### src/rtl/wt_pkg.sv
package wt_pkg;
  typedef struct packed {
    logic [1:0] buz_sel;
    logic       intv_short;
    logic       clk_ext;
    logic       en;
  } wt_mode_t;

  localparam int unsigned BUZ_TOP_TAP = 3;
endpackage

### src/rtl/wt_prescale.sv
module wt_prescale #(
  parameter int unsigned PRE_W = 7
) (
  input  logic clk_i,
  input  logic rst_ni,
  input  logic en_i,
  output logic tick_o
);
  logic [PRE_W-1:0] cnt_q;

  always_ff @(posedge clk_i or negedge rst_ni) begin
    if (!rst_ni)    cnt_q <= '0;
    else if (!en_i) cnt_q <= '0;
    else            cnt_q <= cnt_q + 1'b1;
  end

  assign tick_o = en_i && (&cnt_q);
endmodule

### src/rtl/wt_chain.sv
module wt_chain #(
  parameter int unsigned CHAIN_W = 14
) (
  input  logic               clk_i,
  input  logic               rst_ni,
  input  logic               en_i,
  input  logic               step_i,
  output logic [CHAIN_W-1:0] chain_o
);
  always_ff @(posedge clk_i or negedge rst_ni) begin
    if (!rst_ni)      chain_o <= '0;
    else if (!en_i)   chain_o <= '0;
    else if (step_i)  chain_o <= chain_o + 1'b1;
  end
endmodule

### src/rtl/wt_flag.sv
module wt_flag (
  input  logic clk_i,
  input  logic rst_ni,
  input  logic set_i,
  input  logic clr_i,
  output logic flag_o
);
  // set wins over a coincident clear
  always_ff @(posedge clk_i or negedge rst_ni) begin
    if (!rst_ni)     flag_o <= 1'b0;
    else if (set_i)  flag_o <= 1'b1;
    else if (clr_i)  flag_o <= 1'b0;
  end
endmodule

### src/rtl/watch_timer.sv
module watch_timer #(
  parameter int unsigned PRE_W   = 7,
  parameter int unsigned CHAIN_W = 14,
  parameter int unsigned SHORT_W = 7
) (
  input  logic       clk_i,
  input  logic       rst_ni,
  input  logic       mode_we_i,
  input  logic [7:0] mode_wdata_i,
  input  logic       sub_tick_i,
  input  logic       flag_clr_i,
  output logic       irq_flag_o,
  output logic       buzz_o
);
  import wt_pkg::*;

  localparam int unsigned MODE_W = $bits(wt_mode_t);

  wt_mode_t           mode_q;
  logic               en;
  logic               pre_tick;
  logic               watch_tick;
  logic [CHAIN_W-1:0] chain;
  logic               short_hit;
  logic               long_hit;
  logic               irq_set;
  logic [1:0]         tap_idx;
  logic               unused_rsvd;

  assign unused_rsvd = ^mode_wdata_i[7:MODE_W];

  always_ff @(posedge clk_i or negedge rst_ni) begin
    if (!rst_ni)        mode_q <= '0;
    else if (mode_we_i) mode_q <= wt_mode_t'(mode_wdata_i[MODE_W-1:0]);
  end

  assign en = mode_q.en;

  wt_prescale #(.PRE_W(PRE_W)) u_pre (
    .clk_i (clk_i),
    .rst_ni(rst_ni),
    .en_i  (en),
    .tick_o(pre_tick)
  );

  assign watch_tick = mode_q.clk_ext ? (en && sub_tick_i) : pre_tick;

  wt_chain #(.CHAIN_W(CHAIN_W)) u_chain (
    .clk_i  (clk_i),
    .rst_ni (rst_ni),
    .en_i   (en),
    .step_i (watch_tick),
    .chain_o(chain)
  );

  assign short_hit = watch_tick && (&chain[SHORT_W-1:0]);
  assign long_hit  = watch_tick && (&chain);
  assign irq_set   = mode_q.intv_short ? short_hit : long_hit;

  wt_flag u_flag (
    .clk_i (clk_i),
    .rst_ni(rst_ni),
    .set_i (irq_set),
    .clr_i (flag_clr_i),
    .flag_o(irq_flag_o)
  );

  // sel 0 -> bit 3 (/16) ... sel 3 -> bit 0 (/2)
  assign tap_idx = 2'(BUZ_TOP_TAP) - mode_q.buz_sel;
  assign buzz_o  = en && chain[tap_idx];
endmodule

### config.mk
export PLATFORM = sky130hd
export DESIGN_NAME = watch_timer
export DESIGN_NICKNAME = d
export VERILOG_FILES = /design/src/rtl/wt_pkg.sv /design/src/rtl/wt_prescale.sv /design/src/rtl/wt_chain.sv /design/src/rtl/wt_flag.sv /design/src/rtl/watch_timer.sv
export SDC_FILE = /design/constraint.sdc
export NUM_CORES = 1
export LEC_CHECK = 0
export ABC_AREA = 1
export BUFFER_PORTS_ARGS = -buffer_cell sky130_fd_sc_hd__buf_2
export CORE_ASPECT_RATIO = 0.7
export CORE_MARGIN = 10
export CORE_UTILIZATION = 40
export CTS_CLUSTER_DIAMETER = 30
export DETAILED_ROUTE_END_ITERATION = 10
export HOLD_SLACK_MARGIN = 0.15
export PLACE_DENSITY_LB_ADDON = 0.05
export SYNTH_ARGS = -nofsm -noshare
export SYNTH_HDL_FRONTEND = slang
export SYNTH_SLANG_ARGS = --single-unit
### constraint.sdc
create_clock -name clk_i -period 1.7 [get_ports clk_i]
set_clock_uncertainty 0.05 [all_clocks]
set_input_delay 0.255 -clock clk_i [delete_from_list [all_inputs] [get_ports clk_i]]
set_output_delay 0.255 -clock clk_i [all_outputs]
set_load 0.05 [all_outputs]
==> results of run 1 <==
[power breakdown]
part	total [mW]	switching [mW]	leakage, nW	internal [mW]
Clock	0.363	0.199	0.0255	0.164
Sequential	0.679	0.0162	0.363	0.663
Combinational	0.147	0.0915	0.381	0.0554
[metrics by stage]
step                cells  power [mW]  hold slack [ns]  area, um2  setup slack [ns]
global route          256        1.27            0.178       1690            0.0233
global placement      246       0.825            0.254       1580             0.174
floorplan             186       0.779          -0.0906       1470             0.239
CTS                   255        1.21            0.162       1680           0.00872
finish                256        1.19            0.165       1690             0.137
detailed placement    246       0.830            0.254       1580             0.116
[state kept, by name, summed over array words and instances (netlist names)]
register and cells:
en 1, mode_q 4, u_chain.chain_o 14, u_flag.flag_o 1, u_pre.cnt_q 7
[final cells by class]
cell class	instances	area, um2
flip-flops and latches	27	677
inverters	18	67.6
clock inverters	1	5.00
repair buffers	21	149
multi-input cells	136	692
clock buffers	3	41.3
fillers	369	1820
well taps	50	62.6
[per-layer routing]
layer / wire (um) / vias up / track usage / share of wire
met5: 0 / - / 0 / 0
met4: 29 / 0 / 0.0256 / 0.0097
met3: 102 / 4 / 0.0274 / 0.034
met2: 1330 / 9 / 0.156 / 0.44
met1: 1540 / 565 / 0.124 / 0.51
li1: - / 645 / - / -
[critical path: stages (launching register included)]
cell and delay (ns):
dfrtp_1 0.43, inv_1 0.08, nand2_1 0.06, o211ai_1 0.09, a21oi_2 0.16, buf_6 0.17
[worst paths after layout]
| check | slack [ns] | cells past startpoint | end |
|---|---|---|---|
| max | 0.14 | 5 | buzz_o |
| min | 0.16 | 4 | u_flag.flag_o$_DFFE_PN0P_ |
| max reg2reg | 0.17 | 9 | u_chain.chain_o[13]$_DFFE_PN0P_ |
| min reg2reg | 0.42 | 1 | u_pre.cnt_q[0]$_DFF_PN0_ |
| max in group asynchronous | 0.71 | 2 | u_chain.chain_o[3]$_DFFE_PN0P_ |
| min in group asynchronous | 0.47 | 2 | mode_q[3]$_DFFE_PN0P_ |
[cells by family (layout without fill, tap and decap cells)]
family,after synthesis,in the layout,share of synthesized area
compound gates,29,29,0.105
fa+ha+maj,3,3,0.0257
buf+inv,23,43,0.0702
flops,27,27,0.462
mux,2,2,0.0154
simple gates,102,102,0.321
[layout by cell type (no fill, tap or decap), types with 2 or more instances in the layout]
cell type      instances
o21ai_1                2
o21ai_0                9
buf_2                 10
mux2_2                 2
ha_1                   3
nor2_2                 4
nand3_2                3
inv_1                 18
buf_4                  5
dlygate4sd3_1          5
nor2_1                19
nor2_4                 2
nand4_1                3
a21oi_1               14
nand3_1               21
dfrtp_1               26
nor3_1                 3
clkbuf_8               3
nand2_1               45
[what timing repair did]
item,4_1_cts,5_1_grt
setup endpoints to repair,1,11
endpoints found under the hold margin,31,0
hold buffers,5,0
resized for setup,1,4
buffers inserted,0,1
cloned,0,0
pin swaps,0,0
==> flow_summary_export.csv, run 1 <==
group,metric,value,unit
run_status,status,"complete, no violations",
yosys,syn-instance-count,186,
yosys,synth_top_cell_by_area,"dfrtp_1",
min_path,min_path_type,"in2reg",
timing,slew_viol_final,0,
yosys,synth_nets,202,
yosys,ys_seq_elements,27,
critical_path,startpoint,"u_chain.chain_o[0]$_DFFE_PN0P_",
clock_tree,numCtsBuffers,3,
yosys,ys_types,23,
clock_tree,clk_latency,0.27,ns
power_and_ir_drop,vdd_ir_drop_max,0.000427,V
routing,drc,0,
place,dp_hpwl,2190,um
timing,fmax,640,MHz
power_and_ir_drop,p_leak,0.769,nW
place,globalplace.congestion,0.792,
timing,finalSetupTns,0,ns
die,die_area,0.00651,mm2
global_routing,grt_pass1_vias,1124,
yosys,netlist.area_leader.share,0.462,
yosys,ys_seq_area_frac,0.462,
yosys,synth_ff_type,"dfrtp_1",
finish,n_antenna_cell,0,
die,die_h,70.6,um
routing,routed_wl,3000,um
power_and_ir_drop,cellPowerDensity,702,mW/mm2
routing,ant_nets,0,
finish,finalNetCount,223,
yosys,synth_area_per_cell,7.86,um2
critical_path,endpoint_kind,"primary output",
die,die_w,92.2,um
routing,wl_per_cell,11.7,um
timing,tightest_slew,0.596,ns
yosys,syn_area,0.00146,mm2
routing,vias_per_cell,4.78,
critical_path,cp.arrival,1.26,ns
yosys,yosys_warnings,0,
routing,vias,1223,
critical_path,r2r_start,"u_pre.cnt_q[0]$_DFF_PN0_",
die,core-area,0.00351,mm2
global_routing,grt_first_pass_wirelength,5240,um
critical_path,critPathRequiredTime,1.39,ns
timing,hold_viol_final,0,
yosys,synth_edf_count,0,
global_routing,grt_max_degree,28,
die,core.rowCount,18,
yosys,synth_common_cells,"nand2_1, dfrtp_1, nand3_1",
clock_tree,clkTransAtPathRegs,0.09,ns
finish,syn_to_final_growth,15.9,%
global_routing,antenna_found_initial,0,
clock_tree,clkSinkCount,27,
global_routing,grt_overflow,0,
critical_path,critPathMaxFanout,5,
finish,final_util,0.482,
finish,final_layout_size_suffix_gt1_frac,0.175,
routing,drt-initial-drc-count,45,
clock_tree,root_buffer,"clkbuf_8",
yosys,synth_most_common_cell,"nand2_1",
die,initial_utilization,0.416,
place,io_buffers,11,
routing,drt_first_pass_iters,4,
critical_path,worstSetupPathType,"reg2out",
die,io_pins,15,
timing,max-slew-margin-rel,0.603,
flow_run,maxCapViolations,0,
min_path,hold_start,"flag_clr_i",
clock_tree,htreeDepth,1,
timing,period_needed,1.56,ns
clock_tree,cts_buffer_depth,2,
yosys,async_flop_share,1.00,
timing,grt_setup_unrepaired,"false",
global_routing,grt_usage,0.0967,
critical_path,cp-start-kind,"register",
timing,setup_viol,0,
timing,period_share,0.920,
yosys,synthTopCellsByArea,"dfrtp_1, nand2_1, nand3_1",
clock_tree,cts_tree,"done",
Note: power is estimated with default switching activity, not from simulation.
==> run 2: changes to the inputs <==
--- a/config.mk
+++ b/config.mk
@@ -9,7 +9,7 @@
 export BUFFER_PORTS_ARGS = -buffer_cell sky130_fd_sc_hd__buf_2
 export CORE_ASPECT_RATIO = 0.7
 export CORE_MARGIN = 10
-export CORE_UTILIZATION = 40
+export CORE_UTILIZATION = 45
 export CTS_CLUSTER_DIAMETER = 30
 export DETAILED_ROUTE_END_ITERATION = 10
 export HOLD_SLACK_MARGIN = 0.15
==> run 2 against run 1 <==
Effect of this change:
- critical path type unchanged
- cell count decreased by 3.9%
- core utilization increased by 6.1 points
- final area increased by 0.22%
- first-iteration DRC count increased by 69%
- highest routed layer unchanged
- global-route usage increased by 1.5 points
- non-clock buffer count increased by 2
- worst hold slack got worse by 0.0087 ns
==> flow_summary_export.csv, run 2 (synthesized netlist as in run 1, its figures left out) <==
group,metric,value,unit
critical_path,r2r_start,"u_pre.cnt_q[0]$_DFF_PN0_",
timing,hold_viol_final,0,
power_and_ir_drop,p_leak,0.781,nW
global_routing,use_met2,0.151,
routing,drt-initial-drc-count,76,
flow_run,maxCapViolations,0,
global_routing,antenna_found_initial,0,
critical_path,critPathMaxFanout,5,
timing,setup_viol,0,
die,die_w,88.1,um
power_and_ir_drop,p_clk_frac,0.311,
routing,vias_per_cell,5.03,
global_routing,grt_first_pass_wirelength,5370,um
finish,top_register,"u_chain.chain_o",
finish,syn_to_final_growth,16.2,%
die,initial_utilization,0.467,
critical_path,startpoint,"u_chain.chain_o[3]$_DFFE_PN0P_",
clock_tree,clkSinkCount,27,
clock_tree,clk_latency,0.28,ns
timing,max-slew-margin-rel,0.600,
power_and_ir_drop,internal_power,0.892,mW
global_routing,grt_pass1_vias,1179,
routing,drc,0,
critical_path,endpoint_kind,"primary output",
timing,setup_slack,0.0743,ns
finish,final_common_cell,"nand2_1",
clock_tree,cts_tree,"done",
finish,final_cell_mix,"nand2_1, dfrtp_1, nand3_1, nor2_1, inv_1",
critical_path,worstSetupPathType,"reg2out",
place,dp_hpwl,2240,um
routing,wl_per_cell,12.7,um
timing,period_share,0.956,
place,place_ws,0.133,ns
timing,fmax,615,MHz
routing,routed_wl,3140,um
power_and_ir_drop,seqPwrFrac,0.561,
timing,whs,0.156,ns
clock_tree,root_buffer,"clkbuf_8",
finish,n_antenna_cell,0,
global_routing,grt_usage,0.111,
die,core.rowCount,17,
power_and_ir_drop,p_sw_frac,0.263,
finish,finalNetCount,225,
power_and_ir_drop,vdd_ir_drop_max,0.000361,V
place,io_buffers,11,
die,die_area,0.00596,mm2
die,core-area,0.00313,mm2
global_routing,use_met3,0.0373,
power_and_ir_drop,cellPowerDensity,713,mW/mm2
power_and_ir_drop,p_comb_frac,0.128,
min_path,min_path_type,"in2reg",
finish,final_layout_size_suffix_gt1_frac,0.183,
run_status,status,"complete, no violations",
min_path,hold_start,"mode_wdata_i[4]",
clock_tree,htreeDepth,1,
clock_tree,cts_buffer_depth,2,
timing,finalSetupTns,0,ns
power_and_ir_drop,power_switching,0.319,mW
routing,drt_first_pass_iters,5,
routing,vias,1237,
critical_path,cp.arrival,1.32,ns
clock_tree,clkTransAtPathRegs,0.09,ns
global_routing,grt_max_degree,28,
timing,grt_setup_unrepaired,"false",
die,die_h,67.7,um
critical_path,cp-start-kind,"register",
place,globalplace.congestion,0.785,
timing,period_needed,1.63,ns
routing,ant_nets,0,
die,io_pins,15,
global_routing,grtUsageMet1,0.161,
global_routing,grt.busiest_layer,"met1",
critical_path,critPathRequiredTime,1.39,ns
timing,slew_viol_final,0,
timing,tightest_slew,0.601,ns
global_routing,grt_overflow,0,
finish,largest_reg_flops,14,
clock_tree,numCtsBuffers,3,
finish,final_util,0.543,
finish,top_regs,"u_chain.chain_o x14, u_pre.cnt_q x7, mode_q x4",
==> run 2: worst max-delay path, stage by stage, from the launching register on <==
cell	delay (ns)
dfrtp_2	0.41
inv_1	0.07
a21oi_1	0.14
o21ai_1	0.10
a21oi_2	0.16
buf_6	0.17
==> run 2: per-layer routing <==
| metal | routed length (um) | up-vias |
|---|---|---|
| li1 | - | 652 |
| met1 | 1730 | 562 |
| met2 | 1200 | 18 |
| met3 | 183 | 5 |
| met4 | 27 | 0 |
| met5 | 0 | - |
==> run 2: repair_timing <==
item	4_1_cts	5_1_grt
buffers inserted	0	4
gates resized for setup	2	2
hold endpoints to repair	30	0
setup endpoints to repair	1	2
pin swaps	0	1
hold buffers	4	0
==> run 2: worst paths after layout <==
path / to / depth (start not counted) / slack, ns
max: buzz_o / 5 / 0.07
min: mode_q[4]$_DFFE_PN0P_ / 2 / 0.16
max reg2reg: u_chain.chain_o[3]$_DFFE_PN0P_ / 8 / 0.11
min reg2reg: u_pre.cnt_q[0]$_DFF_PN0_ / 1 / 0.43
max in group asynchronous: u_chain.chain_o[3]$_DFFE_PN0P_ / 2 / 0.71
min in group asynchronous: mode_q[1]$_DFFE_PN0P_ / 2 / 0.46
==> run 2: power groups by stage <==
stage	clock network (mW)	registers, mW	logic (mW)
floorplan	0	0.692	0.0870
global placement	0	0.691	0.139
detailed placement	0	0.693	0.142
CTS	0.382	0.680	0.151
global route	0.411	0.682	0.173
finish	0.376	0.679	0.155
==> run 2: through the flow <==
step | cell area [um2] | power, mW | std cells
detailed placement | 1580 | 0.835 | 234
finish | 1700 | 1.21 | 246
global placement | 1580 | 0.830 | 234
CTS | 1660 | 1.21 | 242
global route | 1700 | 1.27 | 246
floorplan | 1470 | 0.779 | 186
==> run 2: area by class of cell <==
class,count,area (um2)
Clock buffer,4,45.0
Inverter,18,67.6
Tap cell,38,47.5
Multi-Input combinational cell,136,687
Timing Repair Buffer,23,174
Fill cell,306,1430
Sequential cell,27,677
==> run 3: changes to the inputs <==
--- a/config.mk
+++ b/config.mk
@@ -13,7 +13,7 @@
 export CTS_CLUSTER_DIAMETER = 30
 export DETAILED_ROUTE_END_ITERATION = 10
 export HOLD_SLACK_MARGIN = 0.15
-export PLACE_DENSITY_LB_ADDON = 0.05
+export PLACE_DENSITY = 0.63
 export SYNTH_ARGS = -nofsm -noshare
 export SYNTH_HDL_FRONTEND = slang
 export SYNTH_SLANG_ARGS = --single-unit
==> run 3 against run 2 <==
Effect of this change:
- setup slack improved by 0.053 ns
- die area did not move
- first-iteration DRC count is 30% higher
- core utilization down 0.12 points
- critical path depth unchanged
- global-route usage down 0.14 points
- via count increased by 3.2%
- routed wire length shrank 2.4%
- count of clock-buffer cells in the layout unchanged
- combinational power decreased by 4%
- register-to-register slack improved by 0.07 ns
- flip-flop and latch count unchanged
- largest cell class unchanged
==> flow_summary_export.csv, run 3 (synthesized netlist as in run 1, its figures left out) <==
group,metric,value,unit
finish,register_area,678,um2
critical_path,r2r-end,"u_chain.chain_o[4]$_DFFE_PN0P_",
global_routing,grt_overflow,0,
critical_path,startpoint,"u_chain.chain_o[3]$_DFFE_PN0P_",
critical_path,cp-start-kind,"register",
finish,finalNetCount,222,
power_and_ir_drop,power,1.20,mW
place,dp.cells,232,
finish,final_common_cell,"nand2_1",
timing,period_share,0.925,
finish,syn_to_final_growth,15.9,%
power_and_ir_drop,internal_power,0.885,mW
critical_path,critPathMaxFanout,4,
timing,setup_viol,0,
critical_path,reg2reg_depth,8,
power_and_ir_drop,cellPowerDensity,706,mW/mm2
power_and_ir_drop,p_leak,0.766,nW
critical_path,worstSetupPathType,"reg2out",
power_and_ir_drop,p_clk_frac,0.308,
min_path,hold_start,"mode_wdata_i[4]",
place,dp_hpwl,2140,um
critical_path,endpoint_kind,"primary output",
timing,period_needed,1.57,ns
clock_tree,root_buffer,"clkbuf_8",
clock_tree,cts_tree,"done",
routing,vias_per_cell,5.25,
critical_path,critPathRequiredTime,1.39,ns
global_routing,grt_max_degree,28,
timing,max-slew-margin-rel,0.598,
clock_tree,clkTransAtPathRegs,0.09,ns
global_routing,grt_usage,0.110,
timing,tightest_slew,0.603,ns
global_routing,grt_first_pass_wirelength,5290,um
place,io_buffers,11,
run_status,status,"complete, no violations",
global_routing,antenna_found_initial,0,
finish,top_regs,"u_chain.chain_o x14, u_pre.cnt_q x7, mode_q x4",
routing,routed_wl,3060,um
clock_tree,cts_buffer_depth,2,
finish,n_antenna_cell,0,
finish,largest_reg_flops,14,
clock_tree,htreeDepth,1,
finish,final_cell_mix,"nand2_1, dfrtp_1, nand3_1, nor2_1, inv_1",
timing,whs,0.157,ns
clock_tree,clkSinkCount,27,
place,globalplace.congestion,0.824,
power_and_ir_drop,vdd_ir_drop_max,0.000366,V
timing,setup_slack,0.127,ns
power_and_ir_drop,p_sw_frac,0.260,
critical_path,reg2reg_setup_slack,0.18,ns
die,core.rowCount,17,
clock_tree,clk_latency,0.27,ns
power_and_ir_drop,seqPwrFrac,0.568,
routing,vias,1276,
die,initial_utilization,0.467,
critical_path,cp.arrival,1.27,ns
finish,stdcell_count,243,
die,io_pins,15,
min_path,min_path_cells,2,
die,die_area,0.00596,mm2
routing,drc,0,
routing,drt-initial-drc-count,99,
place,place_ws,0.0840,ns
timing,hold_viol_final,0,
die,die_w,88.1,um
global_routing,grt_pass1_vias,1224,
finish,top_register,"u_chain.chain_o",
die,core-area,0.00313,mm2
min_path,holdPathEnd,"mode_q[4]$_DFFE_PN0P_",
die,die_h,67.7,um
finish,final_layout_size_suffix_gt1_frac,0.180,
flow_run,maxCapViolations,0,
routing,wl_per_cell,12.6,um
routing,drt_first_pass_iters,4,
timing,slew_viol_final,0,
timing,fmax,636,MHz
power_and_ir_drop,p_comb_frac,0.124,
finish,fillers,297,
min_path,min_path_type,"in2reg",
finish,multi_input_area,724,um2
critical_path,r2r_start,"u_pre.cnt_q[0]$_DFF_PN0_",
timing,finalSetupTns,0,ns
routing,ant_nets,0,
clock_tree,numCtsBuffers,3,
power_and_ir_drop,power_switching,0.311,mW
run 3: per-layer routing:
metal  GRT usage  part of all wire
met4      0.0332             0.018
met5           0                 0
met2       0.179              0.45
met3      0.0337             0.053
met1       0.138              0.48
run 3: worst max-delay path, cell delays in order, from the launching register on:
cell	delay, ns
dfrtp_2	0.40
inv_2	0.04
a21oi_1	0.12
o21ai_1	0.08
a21oi_2	0.17
buf_6	0.18
run 3: per-stage QoR:
stage,cell area (um2),util
after floorplan,1470,-
after global placement,1550,0.495
after detailed placement,1550,0.495
after CTS,1640,0.523
after global routing,1690,0.542
final,1690,0.542
run 3: worst max-delay path by stage:
stage	endpoint	slack (ns)
after floorplan	buzz_o	0.24
after global placement	u_chain.chain_o[7]$_DFFE_PN0P_	0.13
after detailed placement	u_chain.chain_o[3]$_DFFE_PN0P_	0.08
after CTS	buzz_o	0.009
after global routing	buzz_o	-0.008
final	buzz_o	0.13
run 3: area by class of cell:
type / instances / share of cell area
Multi-Input combinational cell: 137 / 0.428
Tap cell: 38 / 0.0281
Sequential cell: 27 / 0.400
Inverter: 18 / 0.0399
Timing Repair Buffer: 19 / 0.0775
Clock buffer: 4 / 0.0266
run 3: timing repair:
item                                    in CTS  in global routing
setup buffers                                0                  2
hold buffers                                 4                  0
hold endpoints to repair                    30                  0
resized for setup                            1                  9
pin swaps                                    0                  3
cloned                                       0                  1
endpoints found under the setup margin       1                  9
run 3: power groups by stage:
stage | registers, mW | clock network (mW) | logic [mW]
final | 0.679 | 0.368 | 0.149
after detailed placement | 0.692 | 0 | 0.130
after floorplan | 0.692 | 0 | 0.0870
after global placement | 0.691 | 0 | 0.125
after CTS | 0.679 | 0.376 | 0.138
after global routing | 0.683 | 0.399 | 0.171
